## src/rtl/chien_pkg.sv

```systemverilog
package chien_pkg;

    typedef enum logic [1:0] {
        ST_IDLE,
        ST_PRELOAD,
        ST_SCAN,
        ST_DRAIN
    } chien_state_e;

    // Low byte of the field polynomial x^8+x^4+x^3+x^2+1
    localparam logic [7:0] FIELD_LOW = 8'h1D;

    function automatic logic [7:0] gf_xtime(input logic [7:0] v);
        return {v[6:0], 1'b0} ^ (v[7] ? FIELD_LOW : 8'h00);
    endfunction

    function automatic logic [7:0] gf_mul(input logic [7:0] a, input logic [7:0] b);
        logic [7:0] acc;
        logic [7:0] sh;
        acc = 8'h00;
        sh  = a;
        for (int k = 0; k < 8; k++) begin
            if (b[k]) acc = acc ^ sh;
            sh = gf_xtime(sh);
        end
        return acc;
    endfunction

    // alpha raised to e, alpha = 0x02
    function automatic logic [7:0] gf_alpha_pow(input int unsigned e);
        logic [7:0] v;
        v = 8'h01;
        for (int unsigned k = 0; k < (e % 255); k++) v = gf_xtime(v);
        return v;
    endfunction

endpackage

```

## src/rtl/chien_lane.sv

```systemverilog
// One shared multiplier lane: picks the bank by phase and the operand pair
// by mode (offset preload or per-position step).
module chien_lane #(
    parameter logic [7:0] STEP_C = 8'h01,
    parameter logic [7:0] LOAD_C = 8'h01
) (
    input  logic       load_sel,
    input  logic       bank_sel,
    input  logic [7:0] raw_sig,
    input  logic [7:0] raw_omg,
    input  logic [7:0] reg_sig,
    input  logic [7:0] reg_omg,
    output logic [7:0] prod
);
    logic [7:0] op_a;
    logic [7:0] op_b;

    always_comb begin
        if (load_sel) op_a = bank_sel ? raw_omg : raw_sig;
        else          op_a = bank_sel ? reg_omg : reg_sig;
        op_b = load_sel ? LOAD_C : STEP_C;
        prod = chien_pkg::gf_mul(op_a, op_b);
    end
endmodule

```

## src/rtl/chien_xor_tree.sv

```systemverilog
// Summation over GF(256) with the odd-indexed terms tapped separately.
module chien_xor_tree #(
    parameter int NL = 9
) (
    input  logic [7:0] terms [NL],
    output logic [7:0] sum_all,
    output logic [7:0] sum_odd
);
    always_comb begin
        sum_all = 8'h00;
        sum_odd = 8'h00;
        for (int j = 0; j < NL; j++) begin
            sum_all = sum_all ^ terms[j];
            if (j % 2 == 1) sum_odd = sum_odd ^ terms[j];
        end
    end
endmodule

```

## src/rtl/chien_fsm.sv

```systemverilog
module chien_fsm #(
    parameter int N_POS = 85,
    localparam int IW = $clog2(N_POS)
) (
    input  logic          clk,
    input  logic          rst_n,
    input  logic          start,
    output logic          ph,
    output logic [IW-1:0] pos_cnt,
    output logic          accept,
    output logic          load_sel,
    output logic          we_sig,
    output logic          we_omg,
    output logic          emit,
    output logic          finish
);
    import chien_pkg::*;

    chien_state_e st;
    chien_state_e st_nx;
    logic         last_pos;

    assign last_pos = (pos_cnt == IW'(N_POS - 1));

    // state register
    always_ff @(posedge clk) begin
        if (!rst_n) st <= ST_IDLE;
        else        st <= st_nx;
    end

    // transitions: accept, preload_done, scan_done, drain_done
    always_comb begin
        st_nx = st;
        unique case (st)
            ST_IDLE:    if (start)           st_nx = ST_PRELOAD;
            ST_PRELOAD: if (ph)              st_nx = ST_SCAN;
            ST_SCAN:    if (ph && last_pos)  st_nx = ST_DRAIN;
            ST_DRAIN:   if (ph)              st_nx = ST_IDLE;
            default:                         st_nx = ST_IDLE;
        endcase
    end

    // phase and position counter
    always_ff @(posedge clk) begin
        if (!rst_n) begin
            ph      <= 1'b0;
            pos_cnt <= '0;
        end else begin
            ph <= (st == ST_IDLE) ? 1'b0 : ~ph;
            if (st == ST_PRELOAD)
                pos_cnt <= '0;
            else if (st == ST_SCAN && ph && !last_pos)
                pos_cnt <= pos_cnt + IW'(1);
        end
    end

    // decoded controls
    always_comb begin
        accept   = 1'b0;
        load_sel = 1'b0;
        we_sig   = 1'b0;
        we_omg   = 1'b0;
        emit     = 1'b0;
        finish   = 1'b0;
        unique case (st)
            ST_IDLE:    accept = start;
            ST_PRELOAD: begin
                load_sel = 1'b1;
                we_sig   = !ph;
                we_omg   = ph;
            end
            ST_SCAN: begin
                we_sig = !ph;
                we_omg = ph;
                emit   = ph;
            end
            ST_DRAIN:   finish = ph;
            default: ;
        endcase
    end

    // a busy scan never re-enters preload
    p_busy_start_r9: assert property (@(posedge clk) disable iff (!rst_n)
        (st == ST_SCAN) |=> (st != ST_PRELOAD));

    // outside idle the two phases alternate every fast cycle
    p_phase_alt_r2: assert property (@(posedge clk) disable iff (!rst_n)
        (st != ST_IDLE) |=> (ph != $past(ph)));

    // counter never passes the last position
    p_cnt_bound_r3: assert property (@(posedge clk) disable iff (!rst_n)
        pos_cnt <= IW'(N_POS - 1));
endmodule

```

## src/rtl/chien_eval.sv

```systemverilog
module chien_eval #(
    parameter int N_POS = 85,
    parameter int NSIG  = 9,
    parameter int NOMG  = 8,
    localparam int NLANE = (NSIG > NOMG) ? NSIG : NOMG,
    localparam int IW    = $clog2(N_POS),
    localparam int CW    = $clog2(N_POS + 1)
) (
    input  logic              clk,
    input  logic              rst_n,
    input  logic              start,
    input  logic [NSIG*8-1:0] sig_coef,
    input  logic [NOMG*8-1:0] omg_coef,
    output logic              eval_vld,
    output logic [IW-1:0]     pos_idx,
    output logic [7:0]        sig_val,
    output logic [7:0]        sig_odd_val,
    output logic [7:0]        omg_val,
    output logic              root_flag,
    output logic              done,
    output logic [CW-1:0]     root_count
);
    logic          ph;
    logic [IW-1:0] pos_cnt;
    logic          accept, load_sel, we_sig, we_omg, emit, finish;

    logic [7:0] sig_q   [NSIG];
    logic [7:0] omg_q   [NOMG];
    logic [7:0] l_raw_s [NLANE];
    logic [7:0] l_raw_o [NLANE];
    logic [7:0] l_reg_s [NLANE];
    logic [7:0] l_reg_o [NLANE];
    logic [7:0] l_prod  [NLANE];
    logic [7:0] t_in    [NLANE];
    logic [7:0] t_all, t_odd;
    logic [7:0] sig_hold, odd_hold;

    chien_fsm #(.N_POS(N_POS)) u_fsm (
        .clk(clk), .rst_n(rst_n), .start(start),
        .ph(ph), .pos_cnt(pos_cnt),
        .accept(accept), .load_sel(load_sel),
        .we_sig(we_sig), .we_omg(we_omg),
        .emit(emit), .finish(finish)
    );

    for (genvar j = 0; j < NLANE; j++) begin : g_lane
        localparam logic [7:0] STEP_J = chien_pkg::gf_alpha_pow(j);
        localparam logic [7:0] LOAD_J =
            chien_pkg::gf_alpha_pow((255 - ((j * (N_POS - 1)) % 255)) % 255);

        if (j < NSIG) begin : g_s
            assign l_raw_s[j] = sig_coef[8*j +: 8];
            assign l_reg_s[j] = sig_q[j];
        end else begin : g_s0
            assign l_raw_s[j] = 8'h00;
            assign l_reg_s[j] = 8'h00;
        end
        if (j < NOMG) begin : g_o
            assign l_raw_o[j] = omg_coef[8*j +: 8];
            assign l_reg_o[j] = omg_q[j];
        end else begin : g_o0
            assign l_raw_o[j] = 8'h00;
            assign l_reg_o[j] = 8'h00;
        end

        assign t_in[j] = ph ? l_reg_o[j] : l_reg_s[j];

        chien_lane #(.STEP_C(STEP_J), .LOAD_C(LOAD_J)) u_lane (
            .load_sel(load_sel), .bank_sel(ph),
            .raw_sig(l_raw_s[j]), .raw_omg(l_raw_o[j]),
            .reg_sig(l_reg_s[j]), .reg_omg(l_reg_o[j]),
            .prod(l_prod[j])
        );
    end

    chien_xor_tree #(.NL(NLANE)) u_tree (
        .terms(t_in), .sum_all(t_all), .sum_odd(t_odd)
    );

    // coefficient banks, written on alternate phases
    always_ff @(posedge clk) begin
        if (!rst_n) begin
            for (int j = 0; j < NSIG; j++) sig_q[j] <= 8'h00;
            for (int j = 0; j < NOMG; j++) omg_q[j] <= 8'h00;
        end else begin
            if (we_sig) for (int j = 0; j < NSIG; j++) sig_q[j] <= l_prod[j];
            if (we_omg) for (int j = 0; j < NOMG; j++) omg_q[j] <= l_prod[j];
        end
    end

    // even-phase locator results, held for the output update
    always_ff @(posedge clk) begin
        if (!rst_n) begin
            sig_hold <= 8'h00;
            odd_hold <= 8'h00;
        end else if (we_sig && !load_sel) begin
            sig_hold <= t_all;
            odd_hold <= t_odd;
        end
    end

    // base-rate output stage
    always_ff @(posedge clk) begin
        if (!rst_n) begin
            eval_vld    <= 1'b0;
            pos_idx     <= '0;
            sig_val     <= 8'h00;
            sig_odd_val <= 8'h00;
            omg_val     <= 8'h00;
            root_flag   <= 1'b0;
            done        <= 1'b0;
            root_count  <= '0;
        end else begin
            if (accept) begin
                done       <= 1'b0;
                root_count <= '0;
            end
            if (emit) begin
                eval_vld    <= 1'b1;
                pos_idx     <= IW'(N_POS - 1) - pos_cnt;
                sig_val     <= sig_hold;
                sig_odd_val <= odd_hold;
                omg_val     <= t_all;
                root_flag   <= (sig_hold == 8'h00);
                if (sig_hold == 8'h00) root_count <= root_count + CW'(1);
            end
            if (finish) begin
                eval_vld <= 1'b0;
                done     <= 1'b1;
            end
        end
    end

    // every new result is held for a second fast cycle
    p_hold_two_r2: assert property (@(posedge clk) disable iff (!rst_n)
        (eval_vld && !$stable(pos_idx)) |=> $stable(pos_idx));

    // consecutive results step the index down by one
    p_idx_desc_r3: assert property (@(posedge clk) disable iff (!rst_n)
        (eval_vld && $past(eval_vld) && !$stable(pos_idx))
            |-> (pos_idx == $past(pos_idx) - IW'(1)));

    // finished flag and result stream never overlap
    p_done_excl_r8: assert property (@(posedge clk) disable iff (!rst_n)
        !(done && eval_vld));

    // root count cannot exceed the number of positions
    p_count_bound_r8: assert property (@(posedge clk) disable iff (!rst_n)
        root_count <= CW'(N_POS));
endmodule

```

## config.mk

```make
export PLATFORM = sky130hd
export DESIGN_NAME = chien_eval
export DESIGN_NICKNAME = d
export VERILOG_FILES = /design/src/rtl/chien_pkg.sv /design/src/rtl/chien_lane.sv /design/src/rtl/chien_xor_tree.sv /design/src/rtl/chien_fsm.sv /design/src/rtl/chien_eval.sv
export SDC_FILE = /design/constraint.sdc
export NUM_CORES = 1
export LEC_CHECK = 0
export CORE_UTILIZATION = 57
export CTS_CLUSTER_DIAMETER = 80
export DETAILED_ROUTE_END_ITERATION = 8
export HOLD_SLACK_MARGIN = 0.05
export PLACE_DENSITY = 0.9
export SYNTH_ARGS = -nofsm -noshare
export SYNTH_HDL_FRONTEND = slang
export SYNTH_SLANG_ARGS = --single-unit
```

## constraint.sdc

```tcl
create_clock -name clk -period 4.6 [get_ports clk]
set_input_delay 0.92 -clock clk [delete_from_list [all_inputs] [get_ports clk]]
set_output_delay 0.92 -clock clk [all_outputs]
set_load 0.02 [all_outputs]
```

==> run summary <==
======================================================================================
Synthesized netlist net count ...........................................        1,490
Number of buffers added to fix hold violations after cts ................            0
Aggregate global-route resource usage ...................................       31.60%
GRT Residual Overflow ...................................................            0
Die Footprint ...........................................................  0.02605 mm²
Cells taking the most area after synthesis .............................. edfxtp_1, xnor2_1, dfxtp_1
Number of cells upsized or downsized after cts ..........................            0
Sequential cell area fraction in the yosys report .......................       37.47%
Synthesis-stage register bit count ......................................          203
Number of maximum-capacitance violations ................................            0
Unrepaired setup endpoints after global routing .........................           no
Most common cell on crit path ...........................................      xnor3_1
Highest clock frequency the design can meet .............................    279.0 MHz
Endpoint kind of the worst setup timing path ............................    flip-flop
Avg Vias per Cell .......................................................        6.185
Fraction of final layout cells sized beyond drive strength 1 ............       10.56%
Worst-path cell with the longest stage delay ............................         ha_4
Pin count of the biggest net entering global routing ....................           65
Largest driver fanout on the critical path ..............................           48
Total number of vias ....................................................       11,320
Number of enable flip-flop cells after synthesis ........................          136
Routed WL per cell ......................................................     22.46 µm
Core area ...............................................................  0.02460 mm²
Fraction of synthesized cell area taken by the top area cell type .......       28.20%
Final antenna-violating net count .......................................            0
Clock slew at the register clock pins of the worst setup and hold paths .      0.06 ns
Initial antenna violation count .........................................            0
TritonCTS sink count ....................................................          203
Crit path arrival time ..................................................      3.82 ns
Effective utilization at floorplan ......................................       58.85%
Status .................................................................. finished, final reports clean
Number of design rule violations left after detail routing ..............            0
Remaining max-slew budget at the tightest pin ...........................       14.02%
Ys async rst share ......................................................           0%
Skew-Pair Late Insertion Delay ..........................................      0.51 ns
Mapped cell area ........................................................  0.01448 mm²
Overall die width .......................................................     161.4 µm
IO Pins .................................................................          180
Root buffer cell ........................................................    clkbuf_16
Warnings, synthesis .....................................................            0
Layout Skew .............................................................  0.007612 ns
H-tree depth ............................................................            1
Detailed Place HPWL .....................................................    28,900 µm
Kind of start point of the critical path ................................    flip-flop
Post-CTS setup-driven buffer insertion count ............................            0
Y dimension of the die ..................................................     161.4 µm
Placed insts ............................................................        1,790
Total Routed Length .....................................................    41,100 µm
Number of unique standard cell types used by synthesis ..................           64
Final non-filler cell total .............................................        1,830
Final hold violations ...................................................            0
Final Max Tran Viols ....................................................            0
PortBufs ................................................................          179
Number of buffers on the longest clock path .............................            3
Cell type with the largest total area after synthesis ...................     edfxtp_1
Clock tree from TritonCTS ...............................................         done
Global-route wire length before repair ..................................    62,580 µm
Number of buffers inserted during clock tree synthesis ..................           22
Largest stage delay, worst path .........................................      0.61 ns
Synth Flop Type .........................................................     edfxtp_1
Weighted congestion reported at the end of routability-driven placement .       0.9226
WP data required ........................................................      4.83 ns
Part of the cycle the worst path needs ..................................       77.91%
Type of the worst setup path ............................................   reg -> reg
Final-stage net count ...................................................        1,637
Setup Total Neg Slack ...................................................         0 ns
Hold/Removal Path Class .................................................   reg -> reg
Worst Max-Slew Pin Slew .................................................     1.285 ns
CP cell instances ....................................................... inv_1 -> ha_4 -> mux4_1 -> xnor3_1 -> mux2i_1 -> xnor3_1 -> a21boi_2 -> xnor2_1 -> nor2_1
Vias in the first global route ..........................................       11,280
Avg Synthesized Cell Area ...............................................    10.78 µm²
Initial drt markers .....................................................        1,091
Finish-stage setup viols ................................................            0
Crit path time final ....................................................     3.584 ns
Number of placement rows ................................................           57
Diodes inserted .........................................................            0
Area Growth Syn to Fin ..................................................       18.97%
Cells after synthesis ...................................................        1,343
Total iterations of the first detailed-routing run ......................            5
======================================================================================
==> Yosys cell counts (20+ instances only) <==
library cell,instances
xnor3_1,20
clkbuf_1,42
mux2i_1,63
o21ai_0,28
xor2_1,108
nor2_1,168
edfxtp_1,136
xnor2_1,203
dfxtp_1,67
a21oi_1,72
nor2b_1,28
mux4_2,59
a211oi_1,24
nand2_1,132
==> worst paths after layout <==
path              slack [ns]        start           end  cells past startpoint
hold reg to reg         0.45  odd_hold[6]   odd_hold[6]                      2
hold / removal          0.45  odd_hold[6]   odd_hold[6]                      2
setup reg to reg        1.02  u_fsm.st[1]  sig_q[0][18]                      9
setup / recovery        1.02  u_fsm.st[1]  sig_q[0][18]                      9
==> cell families after synthesis <==
kind of cell	after synthesis	share of synthesized area [%]
AND/OR/NAND/NOR	402	12.05
XOR/XNOR	353	24.76
flip-flops	203	37.47
AO/OA/AOI/OAI	147	5.979
multiplexers	138	15.58
buffers and inverters	92	3.482
adder cells (fa/ha/maj)	8	0.6913
==> flip-flops by register name (all words and copies together), names as in the netlist, 2 cells and up <==
register / flops
omg_val: 8
u_fsm.st: 2
pos_idx: 7
sig_hold: 8
sig_q: 72
sig_val: 8
omg_q: 64
u_fsm.pos_cnt: 7
odd_hold: 8
root_count: 7
sig_odd_val: 8
==> per-stage QoR <==
step | hold WS (ns) | util (%) | cell area [µm²] | setup slack (ns)
final | 0.4543 | 70.01 | 17230 | 1.016
after CTS | 0.4538 | 70.01 | 17230 | 1.073
after global placement | 0.4380 | 66.94 | 16470 | 0.9012
after detailed placement | 0.4468 | 66.94 | 16470 | 0.8533
after global routing | 0.4793 | 70.01 | 17230 | 0.9412
after floorplan | 0.4321 | - | 14480 | 0.6955
==> final cells by class <==
type	count	area, µm²
tap	324	405.4
clock inverter	9	96.34
multi-input combinational	1048	8578
clock buffer	31	659.4
fill	1684	7378
timing repair buffer	204	2017
sequential	203	5429
inverter	11	41.29
==> metal layers <==
metal	global-route usage, %	vias up	routed length, µm
met5	0	-	0
met4	15.91	0	2247
met3	5.984	140	4221
met2	52.17	776	19670
met1	39.80	5411	14970
li1	-	4991	-
==> critical path, delay by kind of cell (launching register included) <==
family / cells / cell delay [ns]
AO/OA/AOI/OAI: 1 / 0.20
flip-flops: 1 / 0.34
AND/OR/NAND/NOR: 1 / 0.10
multiplexers: 2 / 0.76
buffers and inverters: 1 / 0.14
adder cells (fa/ha/maj): 1 / 0.61
XOR/XNOR: 3 / 1.11
==> cells in the final DEF (no fill, tap or decap), types with 24 or more instances in the layout <==
| cell | instances |
|---|---|
| a211oi_1 | 24 |
| a21oi_1 | 72 |
| clkbuf_16 | 25 |
| clkdlybuf4s50_1 | 179 |
| dfxtp_1 | 66 |
| edfxtp_1 | 136 |
| mux2i_1 | 63 |
| mux4_2 | 59 |
| nand2_1 | 130 |
| nor2_1 | 168 |
| nor2b_1 | 28 |
| o21ai_0 | 28 |
| xnor2_1 | 203 |
| xor2_1 | 108 |
Power is not shown: default switching activity piles up to over one toggle a cycle in this logic, so the estimate is an artifact.
